File: config.mk
export PLATFORM = sky130hd
export DESIGN_NAME = ecc_rmw_engine
export DESIGN_NICKNAME = d
export VERILOG_FILES = /design/src/rtl/ecc_rmw_pkg.sv /design/src/rtl/ecc_hamming_enc.sv /design/src/rtl/ecc_hamming_dec.sv /design/src/rtl/ecc_rmw_engine.sv
export SDC_FILE = /design/constraint.sdc
export NUM_CORES = 1
export LEC_CHECK = 0
export ABC_CLOCK_PERIOD_IN_PS = 2790
export CORE_ASPECT_RATIO = 1.5
export CORE_MARGIN = 3
export CORE_UTILIZATION = 24
export CTS_BUF_LIST = sky130_fd_sc_hd__clkbuf_8
export DETAILED_ROUTE_END_ITERATION = 7
export DONT_BUFFER_PORTS = 1
export GPL_ROUTABILITY_DRIVEN = 0
export SETUP_SLACK_MARGIN = 0.4
export SLEW_MARGIN = 10
export SYNTH_ARGS = -nofsm -noshare
export SYNTH_HDL_FRONTEND = slang
export SYNTH_HIERARCHICAL = 1
export SYNTH_SLANG_ARGS = --single-unit
File: constraint.sdc
create_clock -name clk -period 2.79 [get_ports clk]
set_input_delay 0.6975 -clock clk [delete_from_list [all_inputs] [get_ports clk]]
set_output_delay 0.6975 -clock clk [all_outputs]
set_load 0.02 [all_outputs]
File: src/rtl/ecc_rmw_pkg.sv
package ecc_rmw_pkg;

    typedef enum logic [2:0] {
        ST_IDLE,
        ST_READ,
        ST_CORRECT_MERGE,
        ST_ENCODE,
        ST_WRITE,
        ST_DONE
    } rmw_state_e;

    typedef enum logic [1:0] {
        OP_READ,
        OP_BYTE_WR,
        OP_WORD_WR
    } rmw_op_e;

endpackage

File: src/rtl/ecc_hamming_enc.sv
module ecc_hamming_enc #(
    parameter int DATA_W = 32,
    parameter int CHK_W  = 6
) (
    input  logic [DATA_W-1:0]       data_in,
    output logic [DATA_W+CHK_W-1:0] code_out
);
    localparam int CODE_W = DATA_W + CHK_W;

    always_comb begin
        int k;
        logic par;
        code_out = '0;
        k = 0;
        // data bits fill non-power-of-two positions in ascending order
        for (int p = 1; p <= CODE_W; p++) begin
            if ((p & (p - 1)) != 0) begin
                code_out[p-1] = data_in[k];
                k++;
            end
        end
        // check bit at 2^j covers positions with bit j set
        for (int j = 0; j < CHK_W; j++) begin
            par = 1'b0;
            for (int p = 1; p <= CODE_W; p++) begin
                if (p[j]) par = par ^ code_out[p-1];
            end
            code_out[(1 << j) - 1] = par;
        end
    end
endmodule

File: src/rtl/ecc_hamming_dec.sv
module ecc_hamming_dec #(
    parameter int DATA_W = 32,
    parameter int CHK_W  = 6
) (
    input  logic [DATA_W+CHK_W-1:0] code_in,
    output logic [DATA_W-1:0]       data_out,
    output logic                    fixed,
    output logic                    unfixable
);
    localparam int CODE_W = DATA_W + CHK_W;

    logic [CHK_W-1:0]  syndrome;
    logic [CODE_W-1:0] repaired;

    always_comb begin
        int k;
        syndrome = '0;
        for (int p = 1; p <= CODE_W; p++) begin
            if (code_in[p-1]) syndrome = syndrome ^ p[CHK_W-1:0];
        end

        repaired  = code_in;
        fixed     = 1'b0;
        unfixable = (syndrome != '0);
        for (int p = 1; p <= CODE_W; p++) begin
            if (syndrome == p[CHK_W-1:0]) begin
                repaired[p-1] = ~code_in[p-1];
                fixed         = 1'b1;
                unfixable     = 1'b0;
            end
        end

        data_out = '0;
        k = 0;
        for (int p = 1; p <= CODE_W; p++) begin
            if ((p & (p - 1)) != 0) begin
                data_out[k] = repaired[p-1];
                k++;
            end
        end
    end
endmodule

File: src/rtl/ecc_rmw_engine.sv
module ecc_rmw_engine
    import ecc_rmw_pkg::*;
#(
    parameter int ADDR_W = 14,
    parameter int DATA_W = 32,
    parameter int CHK_W  = 6
) (
    input  logic                    clk,
    input  logic                    rst_n,
    input  logic                    req_valid,
    input  logic                    req_write,
    input  logic                    req_full,
    input  logic [ADDR_W-1:0]       req_addr,
    input  logic [DATA_W-1:0]       req_wdata,
    output logic                    busy,
    output logic                    op_done,
    output logic                    rd_valid,
    output logic [7:0]              rd_data,
    output logic                    err_corr,
    output logic                    err_uncorr,
    output logic                    mem_rd_en,
    output logic                    mem_wr_en,
    output logic [ADDR_W-$clog2(DATA_W/8)-1:0] mem_addr,
    output logic [DATA_W+CHK_W-1:0] mem_wr_data,
    input  logic [DATA_W+CHK_W-1:0] mem_rd_data
);
    localparam int CODE_W  = DATA_W + CHK_W;
    localparam int LANES   = DATA_W / 8;
    localparam int LANE_W  = $clog2(LANES);
    localparam int WORD_AW = ADDR_W - LANE_W;

    rmw_state_e          state, state_nx;
    rmw_op_e             op_q;
    logic [WORD_AW-1:0]  word_q;
    logic [LANE_W-1:0]   lane_q;
    logic [7:0]          byte_q;
    logic [DATA_W-1:0]   data_q;
    logic [CODE_W-1:0]   code_q;
    logic                corr_q, unc_q;

    logic [DATA_W-1:0]   dec_data, merged;
    logic                dec_fixed, dec_unfixable;
    logic [CODE_W-1:0]   enc_code;
    logic                accept;

    ecc_hamming_dec #(.DATA_W(DATA_W), .CHK_W(CHK_W)) u_dec (
        .code_in   (mem_rd_data),
        .data_out  (dec_data),
        .fixed     (dec_fixed),
        .unfixable (dec_unfixable)
    );

    ecc_hamming_enc #(.DATA_W(DATA_W), .CHK_W(CHK_W)) u_enc (
        .data_in  (data_q),
        .code_out (enc_code)
    );

    assign accept = req_valid && (state == ST_IDLE || state == ST_DONE);

    always_comb begin
        merged = dec_data;
        if (op_q == OP_BYTE_WR) merged[lane_q*8 +: 8] = byte_q;
    end

    // next state
    always_comb begin
        state_nx = state;
        unique case (state)
            ST_IDLE, ST_DONE: begin
                if (!req_valid)                  state_nx = ST_IDLE;
                else if (req_write && req_full)  state_nx = ST_ENCODE;
                else                             state_nx = ST_READ;
            end
            ST_READ:          state_nx = ST_CORRECT_MERGE;
            ST_CORRECT_MERGE: state_nx = (op_q == OP_READ) ? ST_DONE : ST_ENCODE;
            ST_ENCODE:        state_nx = ST_WRITE;
            ST_WRITE:         state_nx = ST_DONE;
            default:          state_nx = ST_IDLE;
        endcase
    end

    // state register and datapath registers
    always_ff @(posedge clk) begin
        if (!rst_n) begin
            state  <= ST_IDLE;
            op_q   <= OP_READ;
            word_q <= '0;
            lane_q <= '0;
            byte_q <= '0;
            data_q <= '0;
            code_q <= '0;
            corr_q <= 1'b0;
            unc_q  <= 1'b0;
        end else begin
            state <= state_nx;
            if (accept) begin
                op_q   <= !req_write ? OP_READ : (req_full ? OP_WORD_WR : OP_BYTE_WR);
                word_q <= req_addr[ADDR_W-1:LANE_W];
                lane_q <= req_addr[LANE_W-1:0];
                byte_q <= req_wdata[7:0];
                data_q <= req_wdata;
                corr_q <= 1'b0;
                unc_q  <= 1'b0;
            end
            if (state == ST_CORRECT_MERGE) begin
                data_q <= merged;
                corr_q <= dec_fixed;
                unc_q  <= dec_unfixable;
            end
            if (state == ST_ENCODE) code_q <= enc_code;
        end
    end

    // outputs
    always_comb begin
        busy        = !(state == ST_IDLE || state == ST_DONE);
        op_done     = (state == ST_DONE);
        rd_valid    = (state == ST_DONE) && (op_q == OP_READ);
        rd_data     = data_q[lane_q*8 +: 8];
        err_corr    = (state == ST_DONE) && corr_q;
        err_uncorr  = (state == ST_DONE) && unc_q;
        mem_rd_en   = (state == ST_READ);
        mem_wr_en   = (state == ST_WRITE);
        mem_addr    = word_q;
        mem_wr_data = code_q;
    end

    a_r1_quiet_after_reset: assert property (@(posedge clk)
        $past(!rst_n) |-> !busy && !mem_rd_en && !mem_wr_en && !op_done);
    a_r8_read_never_writes: assert property (@(posedge clk) disable iff (!rst_n)
        (op_q == OP_READ) |-> !mem_wr_en);
    a_r3_word_write_no_read: assert property (@(posedge clk) disable iff (!rst_n)
        (op_q == OP_WORD_WR) |-> !mem_rd_en);
    a_r4_merge_after_fetch: assert property (@(posedge clk) disable iff (!rst_n)
        (state == ST_CORRECT_MERGE) |-> $past(mem_rd_en));
    a_r7_flags_exclusive: assert property (@(posedge clk) disable iff (!rst_n)
        $onehot0({err_corr, err_uncorr}));
    a_r6_corr_single_cycle: assert property (@(posedge clk) disable iff (!rst_n)
        err_corr |=> !err_corr);
    a_r9_write_then_done: assert property (@(posedge clk) disable iff (!rst_n)
        mem_wr_en |=> op_done);
    a_r9_free_at_done: assert property (@(posedge clk) disable iff (!rst_n)
        op_done |-> !busy);
    a_r5_result_with_done: assert property (@(posedge clk) disable iff (!rst_n)
        rd_valid |-> op_done);
endmodule

; Yosys cells after proc, flatten, opt, wreduce, memory -nomap -nowiden
; Cells that the tools add are included.
[word_totals]
reg_bits = 99
latch_bits = 0
mem_bits_rw = 0
rom_bits = 0
inputBits = 89
output_inout_bits = 65
elab_cells = 381
memories = 0
[classes]
n_addsub = 1
mul = 0
div_mod_pow = 0
n_lt_le_gt_ge = 0
n_eq_ne = 44
shifts = 3
mux = 159
bitwise = 153
n_reduce_logical = 12
[op_table]
columns = operator, count
row1 = 2-to-1 mux 1 bit, 112
row2 = "== test 6 x 5 -> 1 bit, second input constant", 16
row3 = 2-to-1 mux 32 bit, 3
row4 = XOR 1 bit, 84
row5 = 2-to-1 mux 5 bit, 16
row6 = "== test 6 x 4 -> 1 bit, second input constant", 8
row7 = "== test 6 bit, second input constant", 7
row8 = 2-to-1 mux 6 bit, 7
row9 = inverter 3 bit, 13
row10 = negation 5 -> 34 bit, 1
row11 = "variable shift 8 x 34 -> 32 bit, first input constant", 1
row12 = variable part select 8 x 34 -> 32 bit, 1
row13 = bitwise mux 32 bit, 1
row14 = 2-to-1 mux 4 bit, 8
row15 = inverter 1 bit, 32
row16 = variable part select 32 x 6 -> 8 bit, 1
row17 = inverter 2 bit, 13
row18 = "== test 6 x 3 -> 1 bit, second input constant", 4
row19 = inverter 4 bit, 5
row20 = 2-to-1 mux 3 bit, 5
row21 = one-hot mux 3 bit (5 select lines), 1
row22 = "== test 6 x 2 -> 1 bit, second input constant", 2
row23 = 2-to-1 mux 2 bit, 6
row24 = "== test 3 x 2 -> 1 bit, second input constant", 2
row25 = 14 further kinds, 23

; Longest topological paths before layout
; Gate-level depths: netlist of run 1.
[depth]
word_depth = 110
ltp_mapped = 10
mapped_depth_nobuf = 9

; Modules after synthesis
; The synthesis of run 1 kept the hierarchy.
[modules_own_cells]
columns = module, instances, cells_per_inst, area_each_um2, seq_area_each_um2
row1 = ecc_rmw_engine, 1, 614, 4949.7, 1981.9
row2 = ecc_hamming_dec, 1, 146, 1275.0, 0.0
row3 = ecc_hamming_enc, 1, 74, 864.6, 0.0

; Worst setup path before layout of run 1
; No wires, ideal clock.
[synth_path]
path_kind = input port to flip-flop
start = input port mem_rd_data[5]
end = register data_q[29]
setup_time_ps = 127
arrival_time_ps = 2857
t_required_ps = 2663
path_slack_ps = -193
path_stages = 10
n_path_buf = 1
path_cell_list = xnor3_1 -> xor2_1 -> xnor3_2 -> xor2_4 -> and2_1 -> buf_6 -> nand3_1 -> xnor2_1 -> a221oi_1 -> nor3_1
[synth_via]
elab_chain_cells = 54
word_cells_on_any_way = 62
classes_between = 1 x eq/ne / 37 x mux / 24 x bitwise
[synth_rtl]
columns = item, line
row1 = start: declaration, ecc_rmw_engine.sv:25  ; input logic [DATA_W+CHK_W-1:0] mem_rd_data
row2 = 2-to-1 mux 3 bit *, ecc_hamming_dec.sv:19  ; if (code_in[p-1]) syndrome = syndrome ^ p[CHK_W-1:0];
row3 = inverter 3 bit (no source line), n/a
row4 = 2-to-1 mux 3 bit *, ecc_hamming_dec.sv:19
row5 = 2-to-1 mux 4 bit * (2 in a row), ecc_hamming_dec.sv:19
row6 = inverter 2 bit (no source line) or 2-to-1 mux 4 bit (tied branches), n/a
row7 = 2-to-1 mux 4 bit *, ecc_hamming_dec.sv:19
row8 = inverter 3 bit (no source line) or inverter 2 bit (tied branches), n/a
row9 = 2-to-1 mux 4 bit * (3 in a row), ecc_hamming_dec.sv:19
row10 = (+36 left out), n/a
row11 = inverter 3 bit (no source line), n/a
row12 = 2-to-1 mux 6 bit *, ecc_hamming_dec.sv:19
row13 = == test 6 bit *, ecc_hamming_dec.sv:26  ; if (syndrome == p[CHK_W-1:0]) begin
row14 = 2-to-1 mux 1 bit *, ecc_hamming_dec.sv:26
row15 = net dec_data[29], ecc_rmw_engine.sv:41  ; logic [DATA_W-1:0] dec_data, merged;
row16 = bitwise mux 32 bit, ecc_rmw_engine.sv:62  ; if (op_q == OP_BYTE_WR) merged[lane_q*8 +: 8] = byte_q;
row17 = 2-to-1 mux 32 bit *, ecc_rmw_engine.sv:62
row18 = 2-to-1 mux 32 bit *, ecc_rmw_engine.sv:105  ; if (state == ST_CORRECT_MERGE) begin
row19 = end signal: assignment, ecc_rmw_engine.sv:101  ; data_q <= req_wdata;
row20 = end signal: assignment, ecc_rmw_engine.sv:106  ; data_q <= merged;
row21 = end: declaration, ecc_rmw_engine.sv:37  ; logic [DATA_W-1:0] data_q;
; Mark *: on every way through the listed nets, which the timed path passes. The rest lies on a longest branch.
; A chain may end at the register's enable or synchronous reset.

; Worst setup path in the final report of run 1
[layout_path]
start = input port mem_rd_data[37]
end = register data_q[7]
[layout_via]
elab_chain_cells = 6
[layout_rtl]
columns = item, line
row1 = 2-to-1 mux 6 bit *, ecc_hamming_dec.sv:19
row2 = == test 6 x 4 -> 1 bit *, ecc_hamming_dec.sv:26
row3 = 2-to-1 mux 1 bit *, ecc_hamming_dec.sv:26
row4 = net dec_data[7], ecc_rmw_engine.sv:41
row5 = bitwise mux 32 bit, ecc_rmw_engine.sv:62
row6 = 2-to-1 mux 32 bit *, ecc_rmw_engine.sv:62
row7 = 2-to-1 mux 32 bit *, ecc_rmw_engine.sv:105
; Marks and branches as above.

==> impl_metrics.yaml, run 1 <==
timing:
  rsz0062_at_grt: "true"
  finalHoldViolations: 0
  timing.hold.ws_ps: 438
  relSlewSlack_pct: 18.6
  setup_viol: 0
  tns_ps: 0
  finalWorstSetupSlack_ps: 44.5
  drv_slew: 0
  worst_pin_slew_ps: 1210
  finalClockSkew_ps: 18.8
  min_period_over_period_pct: 98.4
  fin_crit_ps: 2750
  fmax_ghz: 0.364
clock_network:
  cts-hold-fix-buffers: 0
  cts_tree: "done"
  clock-sinks: 99
  clock_latency_ps: 380
  clk_pin_slew_ps: 110
  cts.path.max_buffers: 2
  root_buffer: "clkbuf_8"
  cts_max_level: 3
  numCtsBuffers: 9
global_route:
  track_usage_pct: 15.4
  grt_pass1_vias: 6068
  overflow: 0
  antenna_found_initial: 6
  grt_max_degree: 64
  grt_pass1_wl_mm: 37.5
synthesis:
  synthFlopType: "dfxtp_1"
  synth_top_area_share_pct: 28.0
  synth-async-reset-ratio_pct: 0
  avgSynthCellArea_um2: 8.50
  ys_ff_latch: 99
  synth_area_leaders: "dfxtp_1, xnor2_1, xnor3_1"
  postSynthCellCount: 834
  synth-edff-count: 0
  ys_types: 57
  ys_seq_area_share_pct: 28.0
  yosysWarnings: 6
  synth_area_mm2: 0.00709
  syn_nets: 928
  yosysTopAreaCell: "dfxtp_1"
drt:
  drt_iter0_drc: 421
  num_vias: 6183
  vias_per_cell: 5.02
  drt_wl_total_mm: 25.6
  wire_per_inst_um: 20.8
  ant_nets: 0
  firstDrtPassIters: 5
  drcViolationCount: 0
cells_and_area:
  drive_gt1_share_pct: 27.3
  fillers: 3041
  layout.nets: 928
  final_cells: 1231
  final_cell_mix: "nand2_1, dfxtp_1, a21oi_1, buf_4"
  area_growth_pct: 25.7
  layout_commonest_cell: "nand2_1"
worst_setup_path:
  critPathArrivalTime_ps: 3060
  start_kind: "primary input"
  reg2reg_depth: 5
  crit_top_cell: "buf_6"
  cp_cell_sequence: "xnor3_1 > xor2_2 > xnor3_2 > xor2_4 > buf_6 > buf_6 > nor4b_4 > buf_4 > nand2_4 > xnor2_2 > a221oi_2 > a211oi_1"
  path_class: "primary input to flip-flop"
  critical-path-max-stage-delay_ps: 400
  slowest_stage: "xnor3_1"
  endpoint_kind: "flip-flop"
  required_ps: 3100
  worstPathMaxFanout: 6
floorplanning:
  ioPinCount: 154
  rows: 76
  initial_utilization_pct: 24.5
  fp.dieArea_mm2: 0.0317
  core_region_area_mm2: 0.0289
  dieWidth_um: 146
  die-height_um: 216
power:
  cellPowerDensity_mw_per_mm2: 852
  ir_worst_vdd_uv: 767
  p_leak_nw: 3.34
placement:
  place_ws_ps: -482
  dp.cells: 1191
  port_buffers: 0
  dpl.hpwl_mm: 19.3
flow_run:
  drv_cap: 0
worst_hold_path:
  worstHoldPathType: "primary input to flip-flop"
  holdPathStages: 2
status:
  outcome: "finished clean"
-- state kept, by name, summed over array words and instances (netlist names) --
signal / cells
byte_q: 8
corr_q: 1
data_q: 32
lane_q: 2
mem_addr: 12
mem_wr_data: 38
op_q: 2
state: 3
unc_q: 1
-- layer usage --
metal  up-vias  wire length [um]  part of all wire [%]  GRT usage [%]
met2       247             13100                    51           27.2
met5         -                21                 0.082              0
met3        50              1900                   7.4           3.60
met1      2963              9660                    38           18.3
met4         4               893                   3.5           5.43
li1       2919                 -                     -              -
-- cells in the mapped netlist, types with 3 or more instances --
master    instances
buf_6             5
o21ai_0          22
nand2b_1         10
a221oi_1         26
and3_1            4
mux4_2            8
nand3_1          45
xnor2_1          85
nor2b_1          26
buf_4            37
nor2_1           46
buf_1             4
and2_1            5
o22ai_1          26
dfxtp_1          99
xnor3_1          22
nand2_1         129
xor2_1           17
a31oi_1          13
buf_2            17
nor3_1           12
nand4_1           3
clkbuf_1         24
nand3b_1          3
o221ai_1         14
a211oi_1         16
ha_1              5
a21oi_1          64
inv_1            10
-- logic make-up after synthesis --
group / share of synthesized area [%]
AND/OR/NAND/NOR: 21.2
AO/OA/AOI/OAI: 16.5
XOR/XNOR: 22.4
buffers and inverters: 8.03
flip-flops: 28.0
multiplexers: 2.82
adder cells (fa/ha/maj): 1.02
-- layout make-up --
cell class	count	area (um^2)	area share [%]
clock buffers	9	124	1.39
inverters	12	45.0	0.505
repair buffers	76	684	7.68
clock inverters	7	98.8	1.11
diodes	2	5.00	0.0562
flip-flops and latches	99	1990	22.3
multi-input cells	636	5480	61.5
well taps	390	488	5.48
-- where the power goes --
group | internal [mW] | leakage [nW] | total [mW] | switching (mW)
registers | 1.56 | 0.812 | 1.93 | 0.363
logic | 2.50 | 2.42 | 4.61 | 2.10
clock network | 0.512 | 0.110 | 1.06 | 0.553
-- worst max-delay path: cells and delay by family --
kind            cells  cell delay (ps)
compound gates      2              280
buf+inv             3              420
xor+xnor            5             1380
simple gates        2              290
-- stage by stage --
stage,cell area [um^2],utilization [%],power [mW]
finish,8910,30.8,7.60
global route,8910,30.8,7.96
CTS,8250,28.5,6.83
detailed placement,7510,26.0,5.30
global placement,7510,26.0,5.28
floorplan,7110,-,4.36
-- final timing paths --
path / startpoint / endpoint / slack (ps)
worst max-delay path: mem_rd_data[37] / data_q[7] / 40
worst min-delay path: req_wdata[2] / byte_q[2] / 440
worst max register to register: lane_q[0] / data_q[4] / 390
worst min register to register: corr_q / corr_q / 490
-- timing repair --
action                     in CTS  in global routing
setup buffers                  11                 11
pin swaps                      42                 63
gates resized for setup        71                 89
hold endpoints to repair        0                  0
setup endpoints to repair      41                 36
No activity file was read; power rests on OpenSTA's default activity.
==> inputs of run 2 (changes only) <==
Settings changed: PLACE_DENSITY_LB_ADDON from default to 0.08, RECOVER_POWER from default to 100.
==> impl_metrics.yaml, run 2 (same netlist as run 1, synthesis figures left out) <==
status:
  outcome: "finished clean"
worst_setup_path:
  r2r_slack_ps: 390
  reg2reg_depth: 5
  critPathLaunch: "mem_rd_data[20]"
  required_ps: 3090
  critical-path-max-stage-delay_ps: 470
  critPathArrivalTime_ps: 3050
  crit_cells: 12
  path_class: "primary input to flip-flop"
  path_delay_family: "XOR/XNOR gates"
  worstPathMaxFanout: 4
  reg2reg_to: "lane_q[0]"
  worst-path-buf-inv: 3
  critPathCapture: "data_q[29]"
  endpoint_kind: "flip-flop"
  slowest_stage: "xnor3_2"
  start_kind: "primary input"
  timing.rr.start: "state[0]"
  cp_cell_sequence: "xnor2_1 > xnor2_1 > xnor3_2 > clkbuf_1 > xnor2_2 > buf_4 > nor2_4 > buf_4 > nand3_4 > xnor2_2 > a221oi_2 > nor3_1"
worst_hold_path:
  min-delay-start: "req_addr[8]"
  worstHoldPathType: "primary input to flip-flop"
drt:
  num_vias: 6136
  firstDrtPassIters: 4
  drcViolationCount: 0
  vias_per_cell: 4.99
  drt_wl_total_mm: 27.5
  drt_iter0_drc: 347
  ant_nets: 0
  wire_per_inst_um: 22.4
timing:
  min_period_over_period_pct: 98.4
  setup_viol: 0
  tns_ps: 0
  drv_slew: 0
  timing.hold.ws_ps: 393
  finalHoldViolations: 0
  fin_crit_ps: 2750
  finalClockSkew_ps: 11.8
  worst_pin_slew_ps: 790
  relSlewSlack_pct: 47.3
  rsz0062_at_grt: "true"
  fmax_ghz: 0.364
cells_and_area:
  layout_commonest_cell: "nand2_1"
  layout.nets: 927
  final_cell_mix: "nand2_1, dfxtp_1, a21oi_1, buf_4, xnor2_1"
  drive_gt1_share_pct: 24.0
  final_area_mm2: 0.00862
  largest_reg_flops: 38
  area_growth_pct: 21.5
clock_network:
  numCtsBuffers: 9
  cts_tree: "done"
  clock-sinks: 99
  clk_pin_slew_ps: 110
  cts.path.max_buffers: 2
  clock_latency_ps: 430
  root_buffer: "clkbuf_8"
  cts_max_level: 3
power:
  p_leak_nw: 3.20
  ir_worst_vdd_uv: 562
  cellPowerDensity_mw_per_mm2: 848
global_route:
  overflow: 0
  grt_pass1_wl_mm: 40.1
  antenna_found_initial: 3
  grt_pass1_vias: 6169
  grt_max_degree: 64
  track_usage_pct: 16.9
placement:
  port_buffers: 0
  dpl.hpwl_mm: 21.6
  dpl-instance-area_mm2: 0.00756
flow_run:
  drv_cap: 0
floorplanning:
  core_region_area_mm2: 0.0289
  initial_utilization_pct: 24.5
  fp.dieArea_mm2: 0.0317
  dieWidth_um: 146
  rows: 76
  die-height_um: 216
  ioPinCount: 154
run 2: repair_timing:
item / 4_1_cts / 5_1_grt
pin swaps: 35 / 69
gates cloned: 0 / 1
hold buffers: 0 / 0
endpoints found under the setup margin: 46 / 37
resized for setup: 63 / 75
buffers inserted: 5 / 7
endpoints found under the hold margin: 0 / 0
run 2: routing by layer:
| metal | up-vias | global-route usage (%) | routed length [um] |
|---|---|---|---|
| li1 | 2914 | - | - |
| met1 | 2979 | 18.7 | 10300 |
| met2 | 199 | 31.5 | 14900 |
| met3 | 40 | 3.93 | 1440 |
| met4 | 4 | 6.06 | 751 |
| met5 | - | 0 | 27 |
run 2: cell type report:
| type | instances | area (um^2) |
|---|---|---|
| Antenna cell | 1 | 2.50 |
| Clock buffer | 9 | 124 |
| Clock inverter | 7 | 83.8 |
| Fill cell | 3108 | 20300 |
| Inverter | 12 | 45.0 |
| Multi-Input combinational cell | 636 | 5300 |
| Sequential cell | 99 | 1980 |
| Tap cell | 390 | 488 |
| Timing Repair Buffer | 75 | 596 |
run 2: per-stage QoR:
step / utilization, % / total power [mW] / std cells / worst slack (ps)
floorplan: - / 4.36 / 834 / -37.8
global placement: 26.1 / 5.44 / 1199 / -556
detailed placement: 26.1 / 5.45 / 1199 / -553
CTS: 28.2 / 6.83 / 1220 / 159
global route: 29.8 / 7.70 / 1228 / -14.3
finish: 29.8 / 7.30 / 1229 / 43.8
run 2: worst register-to-register path: stages, from the launching register on:
cell      delay [ps]
dfxtp_1          790
xnor2_4          250
nand3_1          280
clkbuf_2         660
mux2i_1          270
nor2_1            50
run 2: how the worst min path moves through the flow:
stage                  endpoint  slack, ps  cells past startpoint
global placement         corr_q        460                      2
global route        mem_addr[5]        370                      2
detailed placement        unc_q        470                      2
finish              mem_addr[6]        390                      2
CTS                 mem_addr[6]        360                      2
floorplan                corr_q        440                      2
run 2: report_power, final:
group	switching, mW	internal (mW)
Clock	0.626	0.430
Combinational	2.11	2.21
Sequential	0.367	1.56
Total	3.10	4.20
==> inputs of run 3 (changes only) <==
Settings changed: MAX_ROUTING_LAYER from default to met4.
==> impl_metrics.yaml, run 3 (same netlist as run 1, synthesis figures left out) <==
status:
  outcome: "finished clean"
flow_run:
  drv_cap: 0
worst_setup_path:
  start_kind: "primary input"
  critPathArrivalTime_ps: 3040
  endpoint_kind: "flip-flop"
  path_class: "primary input to flip-flop"
  r2r_slack_ps: 410
  required_ps: 3090
  timing.rr.start: "state[0]"
  worstPathMaxFanout: 4
  reg2reg_depth: 5
  reg2reg_to: "lane_q[0]"
  critPathCapture: "data_q[29]"
  critPathLaunch: "mem_rd_data[20]"
floorplanning:
  die-height_um: 216
  ioPinCount: 154
  rows: 76
  core_region_area_mm2: 0.0289
  dieWidth_um: 146
  fp.dieArea_mm2: 0.0317
  initial_utilization_pct: 24.5
drt:
  wl_met2_mm: 15.0
  num_vias: 6088
  wire_per_inst_um: 22.2
  firstDrtPassIters: 5
  wl_met3_mm: 1.40
  wl_met1_mm: 10.3
  drt_wl_total_mm: 27.4
  drt_iter0_drc: 345
  drcViolationCount: 0
  vias_per_cell: 4.95
  highest_layer: "met4"
  ant_nets: 0
global_route:
  grt_pass1_vias: 6161
  overflow: 0
  antenna_found_initial: 3
  grt_pass1_wl_mm: 40.1
  grt_max_degree: 64
  track_usage_pct: 17.4
placement:
  port_buffers: 0
  dpl.hpwl_mm: 21.6
  dpl-instance-area_mm2: 0.00756
clock_network:
  root_buffer: "clkbuf_8"
  numCtsBuffers: 9
  clk_pin_slew_ps: 110
  clock-sinks: 99
  cts_tree: "done"
  cts.path.max_buffers: 2
  clock_latency_ps: 430
  cts_max_level: 3
timing:
  tns_ps: 0
  drv_slew: 0
  finalHoldViolations: 0
  timing.hold.ws_ps: 391
  fin_crit_ps: 2740
  finalClockSkew_ps: 13.9
  relSlewSlack_pct: 48.7
  setup_viol: 0
  min_period_over_period_pct: 98.1
  fmax_ghz: 0.366
  worst_pin_slew_ps: 769
  rsz0062_at_grt: "true"
cells_and_area:
  fin_util_pct: 29.8
  largest_reg_flops: 38
  drive_gt1_share_pct: 23.7
  multiInputGateArea_mm2: 0.00530
  ff_latch_area_mm2: 0.00198
  fillers: 3116
  layout_commonest_cell: "nand2_1"
  final_cell_mix: "nand2_1, dfxtp_1, a21oi_1, buf_4, xnor2_1"
  area_growth_pct: 21.6
  layout.nets: 927
  final_area_mm2: 0.00862
power:
  p_leak_nw: 3.20
  ir_worst_vdd_uv: 563
  cellPowerDensity_mw_per_mm2: 846
worst_hold_path:
  worstHoldPathType: "primary input to flip-flop"
[run 3: worst min-delay path by stage]
stage / cells past startpoint / start / to
final: 2 / req_addr[8] / mem_addr[6]
after global routing: 2 / req_addr[7] / mem_addr[5]
after CTS: 2 / req_addr[8] / mem_addr[6]
after detailed placement: 2 / unc_q / unc_q
after global placement: 2 / corr_q / corr_q
after floorplan: 2 / corr_q / corr_q
[run 3: repair_timing]
item | 4_1_cts | 5_1_grt
buffers inserted | 5 | 7
setup endpoints to repair | 46 | 37
hold buffers | 0 | 0
gates resized for setup | 63 | 74
pin swaps | 35 | 68
cloned | 0 | 1
[run 3: layer usage]
| metal | track usage (%) | up-vias |
|---|---|---|
| li1 | - | 2925 |
| met1 | 18.9 | 2957 |
| met2 | 31.5 | 174 |
| met3 | 3.64 | 32 |
| met4 | 5.99 | 0 |
| met5 | - | - |
[run 3: worst max-delay path, cell delays in order]
cell and delay [ps]:
xnor2_1 180, xnor2_1 150, xnor3_2 470, clkbuf_1 140
xnor2_2 180, buf_4 180, nor2_4 180, buf_4 180
nand3_4 80, xnor2_2 140, a221oi_2 370, nor3_1 90
[run 3: area by class of cell]
cell class,count,area share [%]
Multi-Input combinational cell,636,61.5
Sequential cell,99,23.0
Timing Repair Buffer,75,6.82
Tap cell,390,5.66
Clock buffer,9,1.44
Clock inverter,7,0.973
Inverter,12,0.523
Antenna cell,3,0.0871
[run 3: through the flow]
| step | std cells | power [mW] | setup WS, ps |
|---|---|---|---|
| 6_report | 1231 | 7.29 | 54.2 |
| 5_1_grt | 1230 | 7.70 | -16.8 |
| 4_1_cts | 1220 | 6.83 | 159 |
| 3_3_place_gp | 1199 | 5.44 | -556 |
| 2_1_floorplan | 834 | 4.36 | -37.8 |
| 3_5_place_dp | 1199 | 5.45 | -553 |
[run 3: power by group]
part | internal (mW) | switching [mW]
sequential | 1.56 | 0.367
combinational | 2.20 | 2.11
clock | 0.430 | 0.623
total | 4.19 | 3.10
